<file path="src/rtl/ser_tx_pkg.sv">
package ser_tx_pkg;
  typedef enum logic [1:0] {
    CTL_HOLD  = 2'b00,
    CTL_LOAD  = 2'b01,
    CTL_SHIFT = 2'b10
  } ctl_e;
endpackage

</file>
<file path="src/rtl/ser_tx_ctrl.sv">
module ser_tx_ctrl
  import ser_tx_pkg::*;
#(
  parameter int W = 8
) (
  input  logic clk_i,
  input  logic rst_ni,
  input  logic load_req_i,
  input  logic ready_i,
  output ctl_e ctl_o,
  output logic busy_o,
  output logic frame_o
);
  localparam int CW = (W > 2) ? $clog2(W) : 1;
  localparam logic [CW-1:0] LAST = CW'(W - 1);

  logic          busy_q, frame_q;
  logic [CW-1:0] cnt_q;
  ctl_e          ctl;

  always_comb begin
    ctl = CTL_HOLD;
    if (!busy_q && load_req_i && ready_i) ctl = CTL_LOAD;
    else if (busy_q && ready_i)           ctl = CTL_SHIFT;
  end

  always_ff @(posedge clk_i or negedge rst_ni) begin
    if (!rst_ni) begin
      busy_q  <= 1'b0;
      frame_q <= 1'b0;
      cnt_q   <= '0;
    end else begin
      frame_q <= 1'b0;
      unique case (ctl)
        CTL_LOAD: begin
          busy_q  <= 1'b1;
          frame_q <= 1'b1;
          cnt_q   <= '0;
        end
        CTL_SHIFT: begin
          if (cnt_q == LAST) begin
            busy_q <= 1'b0;
            cnt_q  <= '0;
          end else begin
            cnt_q <= cnt_q + 1'b1;
          end
        end
        default: ;
      endcase
    end
  end

  assign ctl_o   = ctl;
  assign busy_o  = busy_q;
  assign frame_o = frame_q;

  p_start_needs_ready_r2: assert property (@(posedge clk_i) disable iff (!rst_ni)
    $rose(busy_q) |-> $past(ready_i) && $past(load_req_i));
  p_frame_single_r6: assert property (@(posedge clk_i) disable iff (!rst_ni)
    frame_q |=> !frame_q);
  p_frame_in_word_r6: assert property (@(posedge clk_i) disable iff (!rst_ni)
    frame_q |-> busy_q && cnt_q == '0);
  p_cnt_bound_r4: assert property (@(posedge clk_i) disable iff (!rst_ni)
    cnt_q <= LAST);
  p_stall_keeps_pos_r5: assert property (@(posedge clk_i) disable iff (!rst_ni)
    busy_q && !ready_i |=> busy_q && $stable(cnt_q));
endmodule

</file>
<file path="src/rtl/ser_tx_shreg.sv">
module ser_tx_shreg
  import ser_tx_pkg::*;
#(
  parameter int W = 8
) (
  input  logic         clk_i,
  input  logic         rst_ni,
  input  ctl_e         ctl_i,
  input  logic [W-1:0] word_i,
  output logic         msb_o
);
  logic [W-1:0] q, d;

  // per-bit load/shift mux, zero shifted in at the bottom
  for (genvar i = 0; i < W; i++) begin : g_bit
    logic below;
    if (i == 0) begin : g_lsb
      assign below = 1'b0;
    end else begin : g_up
      assign below = q[i-1];
    end
    always_comb begin
      unique case (ctl_i)
        CTL_LOAD:  d[i] = word_i[i];
        CTL_SHIFT: d[i] = below;
        default:   d[i] = q[i];
      endcase
    end
  end

  always_ff @(posedge clk_i or negedge rst_ni) begin
    if (!rst_ni) q <= '0;
    else         q <= d;
  end

  assign msb_o = q[W-1];

  p_hold_bits_r5: assert property (@(posedge clk_i) disable iff (!rst_ni)
    ctl_i == CTL_HOLD |=> $stable(q));
endmodule

</file>
<file path="src/rtl/ser_tx.sv">
module ser_tx
  import ser_tx_pkg::*;
#(
  parameter int W = 8
) (
  input  logic         clk_i,
  input  logic         rst_ni,
  input  logic         load_req_i,
  input  logic [W-1:0] word_i,
  input  logic         ready_i,
  output logic         ser_o,
  output logic         frame_o,
  output logic         busy_o
);
  ctl_e ctl;

  ser_tx_ctrl #(.W(W)) u_ctrl (
    .clk_i      (clk_i),
    .rst_ni     (rst_ni),
    .load_req_i (load_req_i),
    .ready_i    (ready_i),
    .ctl_o      (ctl),
    .busy_o     (busy_o),
    .frame_o    (frame_o)
  );

  ser_tx_shreg #(.W(W)) u_shreg (
    .clk_i  (clk_i),
    .rst_ni (rst_ni),
    .ctl_i  (ctl),
    .word_i (word_i),
    .msb_o  (ser_o)
  );

  p_stall_holds_line_r5: assert property (@(posedge clk_i) disable iff (!rst_ni)
    busy_o && !ready_i |=> $stable(ser_o));
  p_idle_line_low_r7: assert property (@(posedge clk_i) disable iff (!rst_ni)
    !busy_o |-> !ser_o);
  p_no_start_unready_r3: assert property (@(posedge clk_i) disable iff (!rst_ni)
    !busy_o && !ready_i |=> !busy_o);
  p_reset_quiet_r1: assert property (@(posedge clk_i)
    !rst_ni |-> !ser_o && !busy_o && !frame_o);
endmodule

</file>
<file path="config.mk">
export PLATFORM = sky130hd
export DESIGN_NAME = ser_tx
export DESIGN_NICKNAME = d
export VERILOG_FILES = /design/src/rtl/ser_tx_pkg.sv /design/src/rtl/ser_tx_ctrl.sv /design/src/rtl/ser_tx_shreg.sv /design/src/rtl/ser_tx.sv
export SDC_FILE = /design/constraint.sdc
export NUM_CORES = 1
export LEC_CHECK = 0
export BUFFER_PORTS_ARGS = -buffer_cell sky130_fd_sc_hd__buf_2
export CELL_PAD_IN_SITES_DETAIL_PLACEMENT = 1
export CELL_PAD_IN_SITES_GLOBAL_PLACEMENT = 1
export CORE_MARGIN = 1.5
export CORE_UTILIZATION = 35
export CTS_CLUSTER_SIZE = 24
export DETAILED_ROUTE_END_ITERATION = 16
export PLACE_DENSITY = 0.7
export SYNTH_ARGS = -nofsm -noshare
export SYNTH_HDL_FRONTEND = slang
export SYNTH_HIERARCHICAL = 1
export SYNTH_SLANG_ARGS = --single-unit
</file>
<file path="constraint.sdc">
create_clock -name clk_i -period 1.9 [get_ports clk_i]
set_input_delay 0.19 -clock clk_i [delete_from_list [all_inputs] [get_ports clk_i]]
set_output_delay 0.19 -clock clk_i [all_outputs]
set_load 0.005 [all_outputs]
</file>
### Yosys cells after proc, flatten, opt, wreduce, memory -nomap -nowiden

Cells that the tools add are included.

* register bits: 13
* logic and storage cells: 30

* $add $sub $neg: 1
* equal/unequal tests: 4
* multiplexer cells: 15
* reductions and logical operators: 6

Operators with widths (count)
* 1-bit one-hot mux with 2 select lines: 9
* 3-bit one-hot mux with 2 select lines: 1
* 2-bit two-way mux: 2
* 3-bit by 1-bit adder with 3-bit output, second input constant: 1
* 3-bit equality test, second input constant: 1
* 1-bit logical AND: 3
* 3-bit two-way mux: 1
* 2-bit by 1-bit equality test with 1-bit output, second input constant: 1
* 2-bit equality test, second input constant: 1
* 1-bit two-way mux: 2
* 2-bit by 1-bit inequality test with 1-bit output, second input constant: 1
* 2-bit AND reduction: 1
* 2-bit nonzero test: 1
* 1-bit zero test: 1

### Depth between registers and ports, before layout

* word-level depth: 7
* mapped depth: 7

### By module

The synthesis kept the hierarchy.

Modules (own cells, without submodules)
* ser_tx_shreg: instances 1, cells each 36, area an instance 392.9 um^2
* ser_tx_ctrl: instances 1, cells each 18, area an instance 220.2 um^2

### Worst setup path before layout

Ideal clock, no wire load.

* path type: register to register
* start point: reg u_ctrl.busy_q (netlist: u_ctrl/busy_o)
* end point: reg u_shreg.q[0]
* library setup time: 131 ps
* data arrival time: 1204 ps
* slack: 565 ps
* cell stages (with the launch flop): 7
* clock period less this slack: 1335 ps
* cell sequence: dfrtp_1 -> nor2_1 -> inv_1 -> ha_1 -> buf_6 -> nand2_1 -> o21ai_0

* word-level cells in the longest chain between the ends: 6
* elaborated cells between the ends (all ways): 10
* classes of those cells: eq/ne: 2; mux: 3; reduce/logical: 5

RTL lines
* start: declaration: line ser_tx_ctrl.sv:17 `logic busy_q, frame_q;`
* start signal: assignment: line ser_tx_ctrl.sv:29 `busy_q <= 1'b0;`
* start signal: assignment: line ser_tx_ctrl.sv:36 `busy_q <= 1'b1;`
* start signal: assignment: line ser_tx_ctrl.sv:42 `busy_q <= 1'b0;`
* 1-bit zero test (*): line ser_tx_ctrl.sv:23 `if (!busy_q && load_req_i && ready_i) ctl = CTL_LOAD;`
* 1-bit logical AND (*) (2 in series): line ser_tx_ctrl.sv:23
* 2-bit two-way mux (*): line ser_tx_ctrl.sv:23
* named net ctl[0]: line ser_tx.sv:15 `ctl_e ctl;`
* 2-bit equality test / 2-bit by 1-bit equality test with 1-bit output (equally long branches): line ser_tx_shreg.sv:23 `unique case (ctl_i)`
* 1-bit one-hot mux with 2 select lines / 2-bit nonzero test (equally long branches)
* end signal: assignment: line ser_tx_shreg.sv:32 `if (!rst_ni) q <= '0;`
* end signal: assignment: line ser_tx_shreg.sv:33 `else q <= d;`
* end: declaration: line ser_tx_shreg.sv:12 `logic [W-1:0] q, d;`

The timed path passes the listed nets; every way through them passes the cells marked *.
A chain may end at the register's enable or synchronous reset.

### Worst setup path after layout

* start point: reg u_ctrl.busy_q (netlist: u_ctrl/busy_o)
* end point: reg u_shreg.q[2]

* word-level cells in the longest chain between the ends: 6
* elaborated cells between the ends (all ways): 10
* classes of those cells: eq/ne: 2; mux: 3; reduce/logical: 5

RTL lines (line)
* 1-bit zero test: ser_tx_ctrl.sv:23
* 1-bit logical AND (2 in series): ser_tx_ctrl.sv:23
* 2-bit two-way mux (*): ser_tx_ctrl.sv:23
* named net ctl[1]: ser_tx.sv:15
* 2-bit equality test / 2-bit by 1-bit equality test with 1-bit output (equally long branches): ser_tx_shreg.sv:23
* 1-bit one-hot mux with 2 select lines / 2-bit nonzero test (equally long branches)

Marks and branches as above.

==> qor.yml <==
fin_crit_ps: 1580
die_w_um: 44.9
comb_power_share_pct: 33.1
dr_total_vias: 435
dieArea_um2: 2010
final-setup-viol-count: 0
drcViolationCount: 0
die_h_um: 44.9
yosysWarnings: 6
grt.busiest_layer: "met2"
ys_seq_elements: 13
grt_pass1_vias: 449
syn_area_um2: 613
dp_slack_ps: 324
final_nets: 87
post_cts_resized: 0
maxCapViolCount: 0
peakVddDrop_v: 0.000487
cts_inserted_buffers: 3
fin_cells: 87
hold_path.class: "in2reg"
critPathLaunch: "u_ctrl/busy_o"
cp-end-kind: "flip-flop"
critPathArrivalTime_ps: 1720
initial_core_util_pct: 38.9
slowest_delay_ps: 470
cts-root-buf: "clkbuf_4"
critical_path.top_delay_family: "flip-flops"
routedWlPerCell_um: 13.3
area_growth_pct: 17.1
rsz0062_at_grt: "false"
ant_nets: 0
ctsHoldBuffers: 1
vias_per_cell: 5.00
tns_ps: 0
met1_usage_pct: 17.5
cp_cell_sequence: "and2_4, ha_1, mux2i_1, o21ai_1"
fin_skew_ps: 2.07
htree_levels: 1
grt_pass1_wl_um: 1980
yosys.cell_types.count: 15
gp_congestion: 0.660
cts_tree: "built"
syn_inst: 54
grtUsageMet2_pct: 22.0
worst_slew_margin_rel_pct: 69.3
maxSlewViolCount: 0
worst_slack_ps: 323
antenna_cells: 0
drt_iter0_markers: 1
synth-seq-area-share_pct: 53.1
post_cts_buffers: 0
p_sw_uw: 320
worstMarginPinSlew_ps: 461
antenna_found_initial: 0
cts.sinks: 13
dp_hpwl_um: 848
coreArea_um2: 1580
pwr-share-seq_pct: 49.3
slowest_stage: "dfrtp_1"
power_density_nw_per_um2: 1330
leakagePower_uw: 0.000362
switching_share_pct: 33.6
clk_latency_ps: 270
firstDrtPassIters: 4
hold_viol: 0
syn_nets: 69
cts.reportedPaths.clkPinSlew_ps: 80
rows: 14
clock_path_buffers: 2
path_max_fanout: 8
avgSynthCellArea_um2: 11.4
max_freq_mhz: 634
path_buf_inv: 0
final_layout_size_suffix_gt1_share_pct: 29.6
wirelength_um: 1160
status: "completed"
grt_util_all_layers_pct: 14.2
cp-start-kind: "flip-flop"
hp-start: "load_req_i"
p_clk_share_pct: 17.6
r2r-start: "u_ctrl/busy_o"
grt_max_degree: 17
internal_power_uw: 632
port_buffers: 14
use_met3_pct: 3.60
critPathKind: "reg2reg"
pin_count: 15
fin_crit_sh_pct: 83.0
timing.critical_path.required_ps: 2040
dpl.cell_count: 82
grt-ovfl-total: 0
[tightest hold or removal path, stage by stage]
cell and delay [ps]:
buf_2 120, nand2_1 70, nor2_1 40
[sequential cells by signal, summed over array words and instances, names as in the netlist]
name and count:
u_shreg/q 8, u_ctrl/busy_o 1, u_ctrl/frame_o 1, u_ctrl/cnt_q 3
[logic make-up (layout without fill, tap and decap cells)]
logic type / after synthesis / count (layout) / share of synthesized area, %
flip-flops: 13 / 13 / 53.1
buffers and inverters: 3 / 20 / 4.28
multiplexers: 7 / 7 / 11.4
AO/OA/AOI/OAI: 14 / 14 / 14.1
AND/OR/NAND/NOR: 14 / 14 / 11.0
adder cells (fa/ha/maj): 3 / 3 / 6.12
[synth_stat cells]
master / number / share of area (%)
o21ai_1: 7 / 5.7
nand2b_4: 1 / 2.2
ha_1: 3 / 6.1
nand2_1: 9 / 5.5
and2_4: 1 / 1.4
buf_6: 2 / 3.7
mux2i_1: 7 / 11
dfrtp_1: 13 / 53
inv_1: 1 / 0.61
o21ai_0: 1 / 0.82
o21ai_2: 1 / 1.4
a31oi_1: 1 / 1.0
a22o_1: 3 / 4.3
nor2_1: 3 / 1.8
a21oi_1: 1 / 0.82
[final cells by class]
cell class / instances / area, um2
fillers: 176 / 858
flip-flops and latches: 13 / 325
multi-input cells: 38 / 262
repair buffers: 15 / 80.1
clock buffers: 3 / 22.5
well taps: 16 / 20.0
clock inverters: 1 / 5.00
inverters: 1 / 3.75
[final timing paths]
kind,endpoint,slack [ps],cells after the start
setup / recovery,u_shreg/q[2],320,4
hold / removal,u_ctrl/frame_o,180,3
setup reg to reg,u_shreg/q[2],320,4
hold reg to reg,u_shreg/q[7],490,2
max in group asynchronous,u_shreg/q[4],1350,2
min in group asynchronous,u_ctrl/frame_o,330,2
[power groups by stage]
| stage | logic [uW] | registers (uW) | clock network, uW |
|---|---|---|---|
| after floorplan | 252 | 458 | 0 |
| after CTS | 322 | 472 | 179 |
| final | 315 | 469 | 168 |
| after detailed placement | 320 | 475 | 0 |
| after global placement | 304 | 469 | 0 |
| after global routing | 360 | 487 | 194 |
[metrics by stage]
| step | cell area [um2] | hold WS, ps | utilization [%] | power (uW) |
|---|---|---|---|---|
| final | 718 | 182 | 45.6 | 953 |
| after global routing | 718 | 177 | 45.6 | 1040 |
| after CTS | 718 | 174 | 45.6 | 972 |
| after detailed placement | 681 | 96.9 | 43.2 | 795 |
| after global placement | 681 | 96.4 | 43.2 | 773 |
| after floorplan | 613 | -106 | - | 710 |
[layer usage]
metal | up-vias | share of wire (%) | routed length (um)
met2 | 9 | 48 | 559
met3 | 2 | 3.4 | 39
met4 | 0 | 0.78 | 9
met1 | 203 | 48 | 552
li1 | 221 | - | -
met5 | - | 0 | 0
[placed cells by master, fill, tap and decap left out]
cell,n
nand2b_4,1
nor2_1,3
a31oi_1,1
a22o_1,3
dlygate4sd3_1,1
clkinv_2,1
o21ai_0,1
ha_1,3
dfrtp_1,13
nand2_1,9
and2_4,1
o21ai_2,1
clkbuf_4,3
inv_1,1
a21oi_1,1
o21ai_1,7
buf_2,14
mux2i_1,7
(Power assumes the default switching activity.)
